## config.mk

```make
export PLATFORM = sky130hd
export DESIGN_NAME = sertx_top
export DESIGN_NICKNAME = d
export VERILOG_FILES = /design/src/rtl/sertx_pkg.sv /design/src/rtl/sertx_fifo.sv /design/src/rtl/sertx_framer.sv /design/src/rtl/sertx_fsmon.sv /design/src/rtl/sertx_top.sv
export SDC_FILE = /design/constraint.sdc
export NUM_CORES = 1
export LEC_CHECK = 0
export BUFFER_PORTS_ARGS = -buffer_cell sky130_fd_sc_hd__buf_2
export CAP_MARGIN = 20
export CORE_ASPECT_RATIO = 1.75
export CORE_UTILIZATION = 60
export CTS_CLUSTER_SIZE = 16
export DETAILED_ROUTE_END_ITERATION = 10
export GPL_TIMING_DRIVEN = 0
export PLACE_DENSITY_LB_ADDON = 0.12
export SYNTH_ARGS = -nofsm -noshare
export SYNTH_HDL_FRONTEND = slang
export SYNTH_SLANG_ARGS = --single-unit
```

## constraint.sdc

```tcl
create_clock -name clk -period 3.7 [get_ports clk]
set_input_delay 0.74 -clock clk [delete_from_list [all_inputs] [get_ports clk]]
set_output_delay 0.74 -clock clk [all_outputs]
set_load 0.005 [all_outputs]
```

## src/rtl/sertx_pkg.sv

```systemverilog
package sertx_pkg;

    localparam int WORD_W = 16;
    localparam int BIT_W  = $clog2(WORD_W);
    localparam logic [BIT_W-1:0] BIT_LAST = BIT_W'(WORD_W - 1);

    typedef enum logic [1:0] {
        ST_IDLE  = 2'd0,
        ST_SYNC  = 2'd1,
        ST_SHIFT = 2'd2
    } tx_state_e;

    typedef struct packed {
        logic [WORD_W-1:0] data;
        logic              empty;
    } fifo_head_s;

    function automatic logic sync_expected(tx_state_e s);
        return s == ST_SYNC;
    endfunction

    function automatic logic frame_active(tx_state_e s);
        return s != ST_IDLE;
    endfunction

endpackage

```

## src/rtl/sertx_fifo.sv

```systemverilog
module sertx_fifo
    import sertx_pkg::*;
#(
    parameter  int DEPTH = 15,
    localparam int PTR_W = (DEPTH > 1) ? $clog2(DEPTH) : 1,
    localparam int CNT_W = $clog2(DEPTH + 1)
) (
    input  logic              clk,
    input  logic              rst,
    input  logic              wr_valid,
    input  logic [WORD_W-1:0] wr_data,
    input  logic              pop,
    output fifo_head_s        head,
    output logic [CNT_W-1:0]  free_words
);

    localparam logic [CNT_W-1:0] FULL_CNT = CNT_W'(DEPTH);
    localparam logic [PTR_W-1:0] PTR_END  = PTR_W'(DEPTH - 1);

    logic [WORD_W-1:0] mem [DEPTH];
    logic [PTR_W-1:0]  wr_ptr, rd_ptr;
    logic [CNT_W-1:0]  count;
    logic              push_ok, pop_ok;

    assign push_ok = wr_valid && (count != FULL_CNT);
    assign pop_ok  = pop && (count != '0);

    always_ff @(posedge clk) begin
        if (push_ok) begin
            mem[wr_ptr] <= wr_data;
        end
    end

    always_ff @(posedge clk) begin
        if (rst) begin
            wr_ptr <= '0;
            rd_ptr <= '0;
            count  <= '0;
        end else begin
            if (push_ok) begin
                wr_ptr <= (wr_ptr == PTR_END) ? '0 : wr_ptr + 1'b1;
            end
            if (pop_ok) begin
                rd_ptr <= (rd_ptr == PTR_END) ? '0 : rd_ptr + 1'b1;
            end
            case ({push_ok, pop_ok})
                2'b10:   count <= count + 1'b1;
                2'b01:   count <= count - 1'b1;
                default: count <= count;
            endcase
        end
    end

    assign head.data  = mem[rd_ptr];
    assign head.empty = (count == '0);
    assign free_words = FULL_CNT - count;

endmodule

```

## src/rtl/sertx_framer.sv

```systemverilog
module sertx_framer
    import sertx_pkg::*;
#(
    parameter int SLOT_W = 3
) (
    input  logic              clk,
    input  logic              rst,
    input  logic              bit_tick,
    input  logic              go,
    input  logic [SLOT_W-1:0] last_slot,
    input  fifo_head_s        head,
    output logic              pop,
    output logic              sd_out,
    output logic              fs_out,
    output logic              underrun,
    output tx_state_e         state_o
);

    tx_state_e         state, state_nx;
    logic [BIT_W-1:0]  bit_idx;
    logic [SLOT_W-1:0] slot;
    logic [WORD_W-1:0] shreg;
    logic              word_end, load_now;

    always_comb begin
        word_end = (state == ST_SHIFT) && (bit_idx == BIT_LAST);
        load_now = 1'b0;
        state_nx = state;
        case (state)
            ST_IDLE: begin
                if (go) state_nx = ST_SYNC;
            end
            ST_SYNC: begin
                load_now = 1'b1;
                state_nx = ST_SHIFT;
            end
            ST_SHIFT: begin
                if (word_end) begin
                    if (!go)                    state_nx = ST_IDLE;
                    else if (slot >= last_slot) state_nx = ST_SYNC;
                    else                        load_now = 1'b1;
                end
            end
            default: state_nx = ST_IDLE;
        endcase
    end

    assign pop = bit_tick && load_now && !head.empty;

    always_ff @(posedge clk) begin
        if (rst) begin
            state    <= ST_IDLE;
            bit_idx  <= '0;
            slot     <= '0;
            shreg    <= '0;
            underrun <= 1'b0;
        end else begin
            underrun <= 1'b0;
            if (bit_tick) begin
                state <= state_nx;
                if (load_now) begin
                    shreg    <= head.empty ? '0 : head.data;
                    underrun <= head.empty;
                    bit_idx  <= '0;
                    slot     <= (state == ST_SYNC) ? '0 : slot + 1'b1;
                end else if (state == ST_SHIFT) begin
                    shreg   <= {shreg[WORD_W-2:0], 1'b0};
                    bit_idx <= bit_idx + 1'b1;
                end
            end
        end
    end

    assign sd_out  = (state == ST_SHIFT) ? shreg[WORD_W-1] : 1'b0;
    assign fs_out  = sync_expected(state);
    assign state_o = state;

endmodule

```

## src/rtl/sertx_fsmon.sv

```systemverilog
module sertx_fsmon
    import sertx_pkg::*;
(
    input  logic      clk,
    input  logic      rst,
    input  logic      bit_tick,
    input  tx_state_e state,
    input  logic      ext_fs,
    output logic      frame_err
);

    always_ff @(posedge clk) begin
        if (rst) begin
            frame_err <= 1'b0;
        end else begin
            frame_err <= bit_tick && frame_active(state) &&
                         (ext_fs != sync_expected(state));
        end
    end

endmodule

```

## src/rtl/sertx_top.sv

```systemverilog
module sertx_top
    import sertx_pkg::*;
#(
    parameter  int DEPTH  = 15,
    parameter  int SLOT_W = 3,
    localparam int CNT_W  = $clog2(DEPTH + 1)
) (
    input  logic              clk,
    input  logic              rst,
    input  logic              bit_tick,
    input  logic              tx_en,
    input  logic              pwr_down,
    input  logic              sleepless,
    input  logic [SLOT_W-1:0] cfg_slots,
    input  logic              wr_valid,
    input  logic [WORD_W-1:0] wr_data,
    input  logic              ext_fs,
    output logic              sd_out,
    output logic              fs_out,
    output logic              underrun,
    output logic              frame_err,
    output logic [CNT_W-1:0]  free_words
);

    fifo_head_s head;
    logic       pop;
    logic       go;
    tx_state_e  frm_state;

    assign go = tx_en && !(pwr_down && !sleepless);

    sertx_fifo #(.DEPTH(DEPTH)) fifo_i (
        .clk        (clk),
        .rst        (rst),
        .wr_valid   (wr_valid),
        .wr_data    (wr_data),
        .pop        (pop),
        .head       (head),
        .free_words (free_words)
    );

    sertx_framer #(.SLOT_W(SLOT_W)) framer_i (
        .clk       (clk),
        .rst       (rst),
        .bit_tick  (bit_tick),
        .go        (go),
        .last_slot (cfg_slots),
        .head      (head),
        .pop       (pop),
        .sd_out    (sd_out),
        .fs_out    (fs_out),
        .underrun  (underrun),
        .state_o   (frm_state)
    );

    sertx_fsmon fsmon_i (
        .clk       (clk),
        .rst       (rst),
        .bit_tick  (bit_tick),
        .state     (frm_state),
        .ext_fs    (ext_fs),
        .frame_err (frame_err)
    );

endmodule

```

Yosys cells after proc, flatten, opt, wreduce, memory -nomap -nowiden

Memories as Yosys holds them, arrays and structs flattened. A register that Yosys moved wholly into a read port is not among the register bits.
Index checks and enable logic that the tools add are counted.

Bits in registers: 39
RAM bits: 240
Input bits: 27
Logic and storage cells: 77
Memories: 1

Add/subtract/negate cells: 7
$lt $le $gt $ge: 1
Equality and inequality tests: 12
Muxes and demuxes: 23
Bitwise operators: 2
Reductions and logical operators: 22

Memories:

| name       | depth | width | read ports | clocked after Yosys merged registers in | wr ports | line             | text |
|---|---|---|---|---|---|---|---|
| fifo_i.mem | 15    | 16    | 1          | 1                                       | 1        | sertx_fifo.sv:20 | `logic [WORD_W-1:0] mem [DEPTH];` |

Operators by type and width:

| cell                                                                    | count |
|---|---|
| 16-bit 2-to-1 mux                                                       | 3 |
| 4-bit 2-to-1 mux                                                        | 6 |
| 4-bit by 1-bit adder with 4-bit output, second input constant           | 4 |
| 4-bit == test, second input constant                                    | 3 |
| 1-bit logical AND                                                       | 9 |
| 2-bit 2-to-1 mux                                                        | 4 |
| 4-bit case mux with 2 select lines                                      | 1 |
| 1-bit 2-to-1 mux                                                        | 6 |
| 2-bit case mux with 3 select lines                                      | 1 |
| 2-bit nonzero test                                                      | 3 |
| 2-bit by 1-bit == test with 1-bit output, second input constant         | 2 |
| 2-bit == test, second input constant                                    | 2 |
| 4-bit zero test                                                         | 1 |
| 2-bit by 1-bit inequality test with 1-bit output, second input constant | 2 |
| 4-bit inequality test, second input constant                            | 1 |
| 2-bit AND reduction                                                     | 2 |
| 4-bit AND reduction                                                     | 1 |
| 4-bit nonzero test                                                      | 1 |
| 4-bit by 1-bit subtractor with 4-bit output, second input constant      | 1 |
| 4-bit subtractor, first input constant                                  | 1 |
| 3-bit by 1-bit adder with 3-bit output, second input constant           | 1 |
| 3-bit greater-or-equal comparator                                       | 1 |
| 1-bit zero test                                                         | 3 |
| 3-bit 2-to-1 mux                                                        | 1 |
| other kinds (6)                                                         | 7 |

Logic depth before layout (Yosys ltp)

Gate-level depths: netlist (run 1).

Word-level depth: 12
Depth in mapped cells: 13

Modules after synthesis

Synthesis (run 1) repeated with hierarchy kept, for this count alone.

Cell total of the unflattened synthesis: 706
Area total of the unflattened synthesis: 11602.4 µm²

By module, submodules not included:

| module       | instances | cells each | area each (µm²) | seq. area each (µm²) |
|---|---|---|---|---|
| sertx_fifo   | 1         | 519        | 10002.1         | 7527.2 |
| sertx_framer | 1         | 180        | 1541.5          | 520.5 |
| sertx_fsmon  | 1         | 5          | 47.5            | 20.0 |
| sertx_top    | 1         | 2          | 11.3            | 0.0 |

Least setup slack after synthesis (run 1)

No wires, ideal clock.

Path kind: input to register
Start: input port cfg_slots[0]
End: register fifo_i.count[2]
Setup time: 0.070 ns
Arrival time: 3.072 ns
Data required time: 3.630 ns
Path slack: 0.557 ns
Cell stages on the path: 12
Cell sequence: ha_1 -> nor3b_1 -> o2111a_2 -> a21oi_2 -> nor3_1 -> ha_1 -> xor2_1 -> ha_1 -> a21oi_1 -> xor2_1 -> or3_1 -> a21oi_1

Longest elaborated chain between the ends: 10
Elaborated cells between the ends (all ways): 12
Those cells by class: 1 x order compare; 2 x eq/ne; 5 x mux; 4 x reduce/logical

Ends and longest elaborated chain:

| what                                                                      | line               | text |
|---|---|---|
| start: declaration                                                        | sertx_top.sv:14    | `input logic [SLOT_W-1:0] cfg_slots,` |
| 3-bit greater-or-equal comparator *                                       | sertx_framer.sv:40 | `else if (slot >= last_slot) state_nx = ST_SYNC;` |
| 1-bit 2-to-1 mux *                                                        | sertx_framer.sv:40 |  |
| 1-bit 2-to-1 mux *                                                        | sertx_framer.sv:39 | `if (!go) state_nx = ST_IDLE;` |
| 1-bit 2-to-1 mux *                                                        | sertx_framer.sv:38 | `if (word_end) begin` |
| 1-bit case mux with 2 select lines *                                      | sertx_framer.sv:29 | `case (state)` |
| 1-bit logical AND * (2 in a row)                                          | sertx_framer.sv:48 | `assign pop = bit_tick && load_now && !head.empty;` |
| 1-bit logical AND *                                                       | sertx_fifo.sv:26   | `assign pop_ok = pop && (count != '0);` |
| 2-bit by 1-bit == test with 1-bit output or 2-bit == test (tied branches) | sertx_fifo.sv:46   | `case ({push_ok, pop_ok})` |
| 4-bit case mux with 2 select lines or 2-bit nonzero test (tied branches)  | --                 |  |
| end signal: assignment                                                    | sertx_fifo.sv:47   | `2'b10: count <= count + 1'b1;` |
| end signal: assignment                                                    | sertx_fifo.sv:48   | `2'b01: count <= count - 1'b1;` |
| end signal: assignment                                                    | sertx_fifo.sv:49   | `default: count <= count;` |
| end: declaration                                                          | sertx_fifo.sv:22   | `logic [CNT_W-1:0] count;` |

Mark *: on every way between the ends. The rest lies on a longest branch, timed or not.
A chain may end at the register's enable or synchronous reset.

Worst setup path after layout (run 1)

Start: register framer_i.slot[0]
End: register fifo_i.count[2]

Longest elaborated chain between the ends: 10
Elaborated cells between the ends (all ways): 12
Those cells by class: 1 x order compare; 2 x eq/ne; 5 x mux; 4 x reduce/logical

Ends and longest elaborated chain:

| what                                                                      | line               | text |
|---|---|---|
| start: declaration                                                        | sertx_framer.sv:21 | `logic [SLOT_W-1:0] slot;` |
| start signal: assignment                                                  | sertx_framer.sv:65 | `slot <= (state == ST_SYNC) ? '0 : slot + 1'b1;` |
| 3-bit greater-or-equal comparator *                                       | sertx_framer.sv:40 |  |
| 1-bit 2-to-1 mux *                                                        | sertx_framer.sv:40 |  |
| 1-bit 2-to-1 mux *                                                        | sertx_framer.sv:39 |  |
| 1-bit 2-to-1 mux *                                                        | sertx_framer.sv:38 |  |
| 1-bit case mux with 2 select lines *                                      | sertx_framer.sv:29 |  |
| 1-bit logical AND * (2 in a row)                                          | sertx_framer.sv:48 |  |
| 1-bit logical AND *                                                       | sertx_fifo.sv:26   |  |
| 2-bit by 1-bit == test with 1-bit output or 2-bit == test (tied branches) | sertx_fifo.sv:46   |  |
| 4-bit case mux with 2 select lines or 2-bit nonzero test (tied branches)  | --                 |  |

Marked as above.

==> impl_summary.txt, run 1 <==
----------------------------------------------------
[Run status]
  Outcome ... complete, no violations

[Layout]
  Final Instance Count excl. Fillers ... 1067
  Layout overhead on the synthesized area ... 13.5%
  Count of nets after finishing ... 849
  Total inserted antenna cells ... 0
  Layout cell share with drive strength beyond 1 ... 0.229
  Design area ... roughly 13000 sq um
  Most used cells in the layout excluding fill and tap cells ... sky130_fd_sc_hd__edfxtp_1 (240), sky130_fd_sc_hd__buf_2 (48), sky130_fd_sc_hd__dfxtp_1 (43), sky130_fd_sc_hd__a21oi_1 (34), sky130_fd_sc_hd__nor2_1 (30)
  Most common library cell in the layout ignoring fill and taps ... sky130_fd_sc_hd__edfxtp_1

[Clocking]
  Setup bufs post-CTS ... 0
  Maximum buffer depth of the clock tree ... 3
  Clock-pin slew of the registers on the worst-case setup and hold paths ... 0.07 ns
  TritonCTS sink count ... 283
  Count of cells resized by post-cts repair ... 0
  Clock buffers created by TritonCTS ... 25
  Clk root buf ... sky130_fd_sc_hd__clkbuf_16
  CTS tree ... done
  Clock latency of the later-clocked register in the worst-skew pair ... 0.52 ns
  Number of hold buffers added after cts ... 0
  Number of H-tree levels ... 1

[Timing]
  Worst setup skew after layout ... roughly 0.0075 ns
  Max Clock Freq ... ~300 MHz
  Setup-violating endpoint count in the final report ... 0
  Worst slew slack as a fraction of its limit ... 0.282
  Final hold violation count ... 0
  Setup repair after global routing missed its margin ... false
  Least-Margin Pin Slew ... 1.07 ns
  Clock period minus worst slack ... about 3.3 ns
  Max Slew Vio Count ... 0
  Final worst path period share ... 0.905

[Global routing]
  Remaining global-route overflow ... 0
  Largest net degree at the start of global routing ... 17
  Antenna violations before repair ... 0
  Overall routing resource usage ... 0.285
  Global-route wire length before repair ... slightly above 40000 microns
  Number of global-route vias before repair ... 7017

[Pwr]
  Static leakage power ... 4.28 nW
  Largest voltage drop on the vdd net ... 0.404 mV
  Power per unit of standard cell area ... 496 nW/um^2

[Critical path]
  Crit Reg-Reg Startpoint ... framer_i.slot[0]$_SDFFE_PP0N_
  Flop-to-flop setup slack ... 0.35 ns
  Endpoint kind of the worst setup timing path ... flop
  Largest stage delay on the critical path ... 0.50 ns
  Cell repeated most along the worst path ... sky130_fd_sc_hd__ha_1
  Kind of critical path ... reg -> reg
  Maximum fanout encountered on the critical timing path ... 7
  CP Data Arrival Time ... roughly 3.8 ns
  Series of cell instances along the critical path ... inv_1 -> ha_1 -> nor3b_1 -> o2111a_2 -> a21oi_2 -> nor3_1 -> ha_1 -> xor2_1 -> ha_1 -> a21oi_1 -> xor2_1 -> or3_1 -> a21oi_1
  Cell family contributing the most delay on the critical path ... simple AND/OR/NAND/NOR gates
  Crit path required time ... 4.15 ns
  Count of buffering cells on the critical path with inverters included ... 1
  Critical-path top delay cell ... sky130_fd_sc_hd__nor3_1
  Worst reg2reg path endpoint ... fifo_i.count[2]$_SDFFE_PP0P_
  Worst r2r path cells ... 13
  Startpoint class of the critical path ... flop

[Die]
  Die area ... 19900 sq um
  Core region area ... 19000 sq um
  Die height ... 186 microns
  Row cnt ... 67
  I/O pin count ... 35
  Width of the die ... 107 microns
  Initial Util ... 0.610

[Routing]
  DRT antenna net count ... 0
  # DRC ... 0
  First-pass DRT Iterations ... 5
  Via total after detailed routing ... 6852
  Vias/cell ... between 6 and 7
  Final wirelength ... 27400 microns
  Starting DRT DRC Count ... 460
  Routed length per instance ... between 20 and 30 microns

[Synthesis]
  Top area cells in the synthesized netlist ... sky130_fd_sc_hd__edfxtp_1 (62%), sky130_fd_sc_hd__dfxtp_1 (7.4%), sky130_fd_sc_hd__mux4_2 (4.1%), sky130_fd_sc_hd__mux2_2 (2.5%), sky130_fd_sc_hd__mux2i_1 (2.1%)
  Predominant post-synthesis flop cell ... sky130_fd_sc_hd__edfxtp_1
  Fraction of synthesized cell area taken by the top area cell type ... 0.620
  Number of synthesized flops with an enable pin ... 240
  Share of async-settable or async-resettable flops after synthesis ... 0
  Mean Syn Cell Area ... 15.8 sq um
  Post-synthesis compound-gate area fraction ... 0.0919
  Synthesized net count ... approximately 770
  Number of distinct library cell variants in the gate-level netlist after synthesis ... 56
  Seq/Total Area, Yosys ... 0.694
  Yosys top cell by area ... sky130_fd_sc_hd__edfxtp_1
  Post-synthesis adder-cell area fraction ... 0.0129
  Netlist area before placement ... 11600 sq um
  Total of flip-flops plus latches after synthesis ... between 200 and 300
  Multiplexer area fraction after synthesis ... 0.102
  Main combinational cell family by area after synthesis ... multiplexers
  XOR/XNOR share of the synthesized area ... 0.00377
  Post-synthesis share of cell area spent on and, or, nand and nor gates ... 0.0649
  Yosys Warn Count ... 0
  Post-synthesis cell count ... 734

[Run]
  MaxCap Viol Count ... 0

[Placed design]
  Post-Place Cell Area ... 12300 sq um
  Estimated wirelength of the detail-placed design ... 18600 microns
  Number of input and output port buffers inserted ... 34
  Placed Cells ... just over 1000
  Final estimated routing congestion in global placement ... approximately 0.83

[Worst hold path]
  Hold/Removal Path Class ... reg -> reg
  Worst hold path stage count ... 2
  Hold Path Sink ... framer_i.shreg[0]$_SDFFE_PP0P_
  Launch point of the worst hold path ... framer_i.shreg[0]$_SDFFE_PP0P_

----------------------------------------------------
==> kinds of logic after synthesis <==
family	after synthesis
flip-flops	283
AO/OA/AOI/OAI	152
AND/OR/NAND/NOR	144
multiplexers	78
buffers and inverters	60
adder cells (fa/ha/maj)	12
XOR/XNOR	5
==> state kept, by name (all words and copies together), names as in the netlist, named ones only <==
name               cells
framer_i.underrun      1
fifo_i.wr_ptr          4
framer_i.state_o       2
fsmon_i.frame_err      1
fifo_i.mem           240
fifo_i.count           4
framer_i.bit_idx       4
framer_i.slot          3
framer_i.shreg        16
fifo_i.rd_ptr          4
==> area by class of cell <==
cell class	count	area (sq um)
well taps	241	302
flip-flops and latches	283	8070
multi-input cells	391	3250
clock buffers	28	637
fillers	1267	5850
plain buffers	45	288
repair buffers	49	373
clock inverters	15	205
inverters	15	56.3
==> cells in the mapped netlist, drive strengths merged, types with 10 or more instances <==
master	n
a21oi	35
edfxtp	240
ha	12
nor2b	13
nor2	41
nand3	11
mux2	26
nand4	14
nand2b	16
a22o	10
nand2	22
o21ai	18
o21bai	10
clkbuf	16
mux4	28
o22ai	16
mux2i	24
inv	14
buf	29
a211oi	27
o211ai	17
dfxtp	43
==> power breakdown <==
group / switching [mW] / leakage, nW / total, mW / internal, mW
Clock: 1.11 / 0.399 / 2.70 / 1.58
Sequential: 0.0252 / 2.52 / 3.53 / 3.50
Combinational: 0.214 / 1.36 / 0.315 / 0.101
==> per-layer routing <==
metal / wire (microns) / track usage / vias to the layer above
met4: 1360 / 0.145 / 0
met1: 9340 / 0.306 / 3461
met5: 0 / 0 / -
met3: 1440 / 0.0382 / 79
met2: 15300 / 0.540 / 277
li1: - / - / 3035
==> worst min-delay path, delay by kind of cell (launching register included) <==
kind | cells | cell delay [ns]
AO/OA/AOI/OAI | 1 | 0.05
flip-flops | 1 | 0.32
AND/OR/NAND/NOR | 1 | 0.05
==> worst max-delay path by stage <==
stage,cells past startpoint,endpoint,from,slack [ns]
2_1_floorplan,12,fifo_i.count[2]$_SDFFE_PP0P_,cfg_slots[0],0.56
4_1_cts,13,fifo_i.count[2]$_SDFFE_PP0P_,framer_i.slot[0]$_SDFFE_PP0N_,0.34
3_5_place_dp,13,fifo_i.count[2]$_SDFFE_PP0P_,cfg_slots[0],-0.03
6_report,13,fifo_i.count[2]$_SDFFE_PP0P_,framer_i.slot[0]$_SDFFE_PP0N_,0.35
5_1_grt,13,fifo_i.count[2]$_SDFFE_PP0P_,framer_i.slot[0]$_SDFFE_PP0N_,0.17
3_3_place_gp,4,fifo_i.mem[0][2]$_DFFE_PP_,wr_valid,-0.17
==> per-stage QoR <==
stage / hold WS (ns) / worst slack, ns / util / power, mW / TNS [ns]
2_1_floorplan: 0.437 / 0.557 / - / 3.77 / 0
6_report: 0.471 / 0.353 / 0.693 / 6.54 / 0
3_3_place_gp: 0.453 / -0.173 / 0.635 / 3.89 / -3.29
3_5_place_dp: 0.457 / -0.0342 / 0.648 / 3.91 / -0.0342
5_1_grt: 0.505 / 0.168 / 0.693 / 6.70 / 0
4_1_cts: 0.470 / 0.344 / 0.693 / 6.56 / 0
Power figures use the tool's default switching activity.
==> run 2: changes to the inputs <==
--- a/config.mk
+++ b/config.mk
@@ -5,13 +5,14 @@
 export SDC_FILE = /design/constraint.sdc
 export NUM_CORES = 1
 export LEC_CHECK = 0
-export BUFFER_PORTS_ARGS = -buffer_cell sky130_fd_sc_hd__buf_2
+export BUFFER_PORTS_ARGS = -buffer_cell sky130_fd_sc_hd__buf_4
 export CAP_MARGIN = 20
 export CORE_ASPECT_RATIO = 1.75
 export CORE_UTILIZATION = 60
 export CTS_CLUSTER_SIZE = 16
 export DETAILED_ROUTE_END_ITERATION = 10
 export GPL_TIMING_DRIVEN = 0
+export MAX_ROUTING_LAYER = met4
 export PLACE_DENSITY_LB_ADDON = 0.12
 export SYNTH_ARGS = -nofsm -noshare
 export SYNTH_HDL_FRONTEND = slang
==> impl_summary.txt, run 2 (same netlist as run 1, synthesis figures left out) <==
----------------------------------------------------
[Run status]
  Outcome ... complete, no violations

[Die]
  Core region area ... 19000 sq um
  Die area ... roughly 20000 sq um
  Width of the die ... 107 microns
  Die height ... 186 microns
  Row cnt ... 67
  I/O pin count ... 35
  Initial Util ... 0.610

[Clocking]
  Clock-pin slew of the registers on the worst-case setup and hold paths ... 0.06 ns
  Clock latency of the later-clocked register in the worst-skew pair ... 0.53 ns
  Setup bufs post-CTS ... 0
  Number of hold buffers added after cts ... 0
  Clock buffers created by TritonCTS ... 26
  Number of H-tree levels ... 1
  Clk root buf ... sky130_fd_sc_hd__clkbuf_16
  Count of cells resized by post-cts repair ... 0
  TritonCTS sink count ... 283
  Maximum buffer depth of the clock tree ... 3
  CTS tree ... done

[Timing]
  Max Clock Freq ... about 300 MHz
  Final hold violation count ... 0
  Final worst path period share ... 0.910
  Worst setup skew after layout ... 0.0154 ns
  Max Slew Vio Count ... 0
  Worst slew slack as a fraction of its limit ... 0.387
  Setup repair after global routing missed its margin ... false
  Clock period minus worst slack ... 3.37 ns
  Setup-violating endpoint count in the final report ... 0
  Least-Margin Pin Slew ... 0.916 ns

[Critical path]
  CP Data Arrival Time ... 3.81 ns
  Largest stage delay on the critical path ... 0.49 ns
  Endpoint kind of the worst setup timing path ... flop
  Startpoint class of the critical path ... flop
  Critical-path top delay cell ... sky130_fd_sc_hd__nor3_1
  Crit path required time ... 4.15 ns
  Maximum fanout encountered on the critical timing path ... 7
  Cell repeated most along the worst path ... sky130_fd_sc_hd__ha_1
  Series of cell instances along the critical path ... inv_1 -> ha_1 -> nor3b_1 -> o2111a_2 -> a21oi_2 -> nor3_1 -> ha_1 -> xor2_1 -> ha_1 -> a21oi_1 -> xor2_1 -> or3_1 -> a21oi_1
  Kind of critical path ... reg -> reg

[Worst hold path]
  Hold/Removal Path Class ... reg -> reg

[Placed design]
  Number of input and output port buffers inserted ... 34
  Final estimated routing congestion in global placement ... 0.837
  Post-Place Cell Area ... 12500 sq um
  Estimated wirelength of the detail-placed design ... 19000 microns

[Global routing]
  Number of global-route vias before repair ... 7199
  Remaining global-route overflow ... 0
  Met1 layer usage reported by global route ... 0.311
  GR Layer Usage met2 ... 0.547
  Global-route wire length before repair ... 41700 microns
  Largest net degree at the start of global routing ... 17
  Met3 capacity usage during global routing ... 0.0308
  Overall routing resource usage ... 0.299
  Antenna violations before repair ... 0
  Most crowded layer after global routing ... met2

[Layout]
  Most common library cell in the layout ignoring fill and taps ... sky130_fd_sc_hd__edfxtp_1
  Layout overhead on the synthesized area ... 14.8%
  Registers with the most flip-flops ... fifo_i.mem: 240 flops, framer_i.shreg: 16 flops
  Flip-flop count of the largest register after layout ... 240
  Area used by multi-input combinational logic ... 3250 sq um
  Sequential Area ... 8070 sq um
  Count of nets after finishing ... 851
  Design area ... between 10000 and 15000 sq um
  Most flop-heavy register ... fifo_i.mem
  Total inserted antenna cells ... 0
  Most used cells in the layout excluding fill and tap cells ... sky130_fd_sc_hd__edfxtp_1 (240), sky130_fd_sc_hd__dfxtp_1 (43), sky130_fd_sc_hd__buf_4 (37), sky130_fd_sc_hd__a21oi_1 (34), sky130_fd_sc_hd__nor2_1 (30)
  Fillers ... roughly 1300
  Layout cell share with drive strength beyond 1 ... 0.231

[Routing]
  # DRC ... 0
  Final wirelength ... 28000 microns
  First-pass DRT Iterations ... 5
  Starting DRT DRC Count ... 515
  Vias/cell ... about 6.4
  Routed length per instance ... 26.1 microns
  Via total after detailed routing ... 6912
  DRT antenna net count ... 0

[Pwr]
  Static leakage power ... 4.34 nW
  Power per unit of standard cell area ... 492 nW/um^2
  Largest voltage drop on the vdd net ... between 0.4 and 0.5 mV
  Total power consumption of the routed design ... 6.56 mW

[Run]
  MaxCap Viol Count ... 0

----------------------------------------------------
-- run 2: cell count changes in the layout (fill, tap and decap cells not counted), moves of 2 or more --
cell                         before  now
sky130_fd_sc_hd__buf_16           0    2
sky130_fd_sc_hd__clkbuf_8         0    2
sky130_fd_sc_hd__clkbuf_1        19   24
sky130_fd_sc_hd__clkinv_2         1    3
sky130_fd_sc_hd__buf_4            3   37
sky130_fd_sc_hd__bufinv_16        5    3
sky130_fd_sc_hd__clkinvlp_4       3    1
sky130_fd_sc_hd__buf_2           48   14
sky130_fd_sc_hd__clkbuf_16       25   27
sky130_fd_sc_hd__clkinv_1         6    4
-- run 2: path summary, 6_finish.rpt --
kind                                                      from                        endpoint  slack [ns]  depth (start not counted)
worst min-delay path            framer_i.shreg[0]$_SDFFE_PP0P_  framer_i.shreg[0]$_SDFFE_PP0P_        0.47                          2
worst min register to register  framer_i.shreg[0]$_SDFFE_PP0P_  framer_i.shreg[0]$_SDFFE_PP0P_        0.47                          2
worst max-delay path             framer_i.slot[0]$_SDFFE_PP0N_    fifo_i.count[2]$_SDFFE_PP0P_        0.33                         13
worst max register to register   framer_i.slot[0]$_SDFFE_PP0N_    fifo_i.count[2]$_SDFFE_PP0P_        0.33                         13
-- run 2: layout make-up --
type,instances,share of cell area
well taps,241,0.0226
clock inverters,11,0.0101
flip-flops and latches,283,0.605
multi-input cells,391,0.244
clock buffers,37,0.0550
plain buffers,45,0.0216
inverters,15,0.00422
repair buffers,50,0.0373
-- run 2: worst max-delay path: cells and delay by family, from the launching register on --
kind	cells	cell delay, ns
fa+ha+maj	3	0.79
simple gates	3	1.00
compound gates	4	0.68
flops	1	0.41
buf+inv	1	0.07
xor+xnor	2	0.34
-- run 2: metal layers --
metal  routed length [microns]  part of all wire
met5                         0                 0
met4                      1600             0.057
met3                      1320             0.047
met2                     15400              0.55
met1                      9680              0.35
-- run 2: metrics by stage --
step                      cells  setup TNS, ns  setup slack, ns  utilization  hold WS [ns]
after floorplan             734              0            0.557            -         0.437
after global placement     1009          -2.33           -0.144        0.640         0.453
after detailed placement   1025        -0.0513          -0.0513        0.655         0.457
after CTS                  1073              0            0.328        0.701         0.466
after global routing       1073              0            0.106        0.701         0.506
final                      1073              0            0.334        0.701         0.466
-- run 2: where the power goes --
part	switching [mW]	internal, mW	total, mW	leakage [nW]
clock	1.11	1.59	2.70	0.422
sequential	0.0246	3.50	3.53	2.52
combinational	0.215	0.112	0.327	1.40
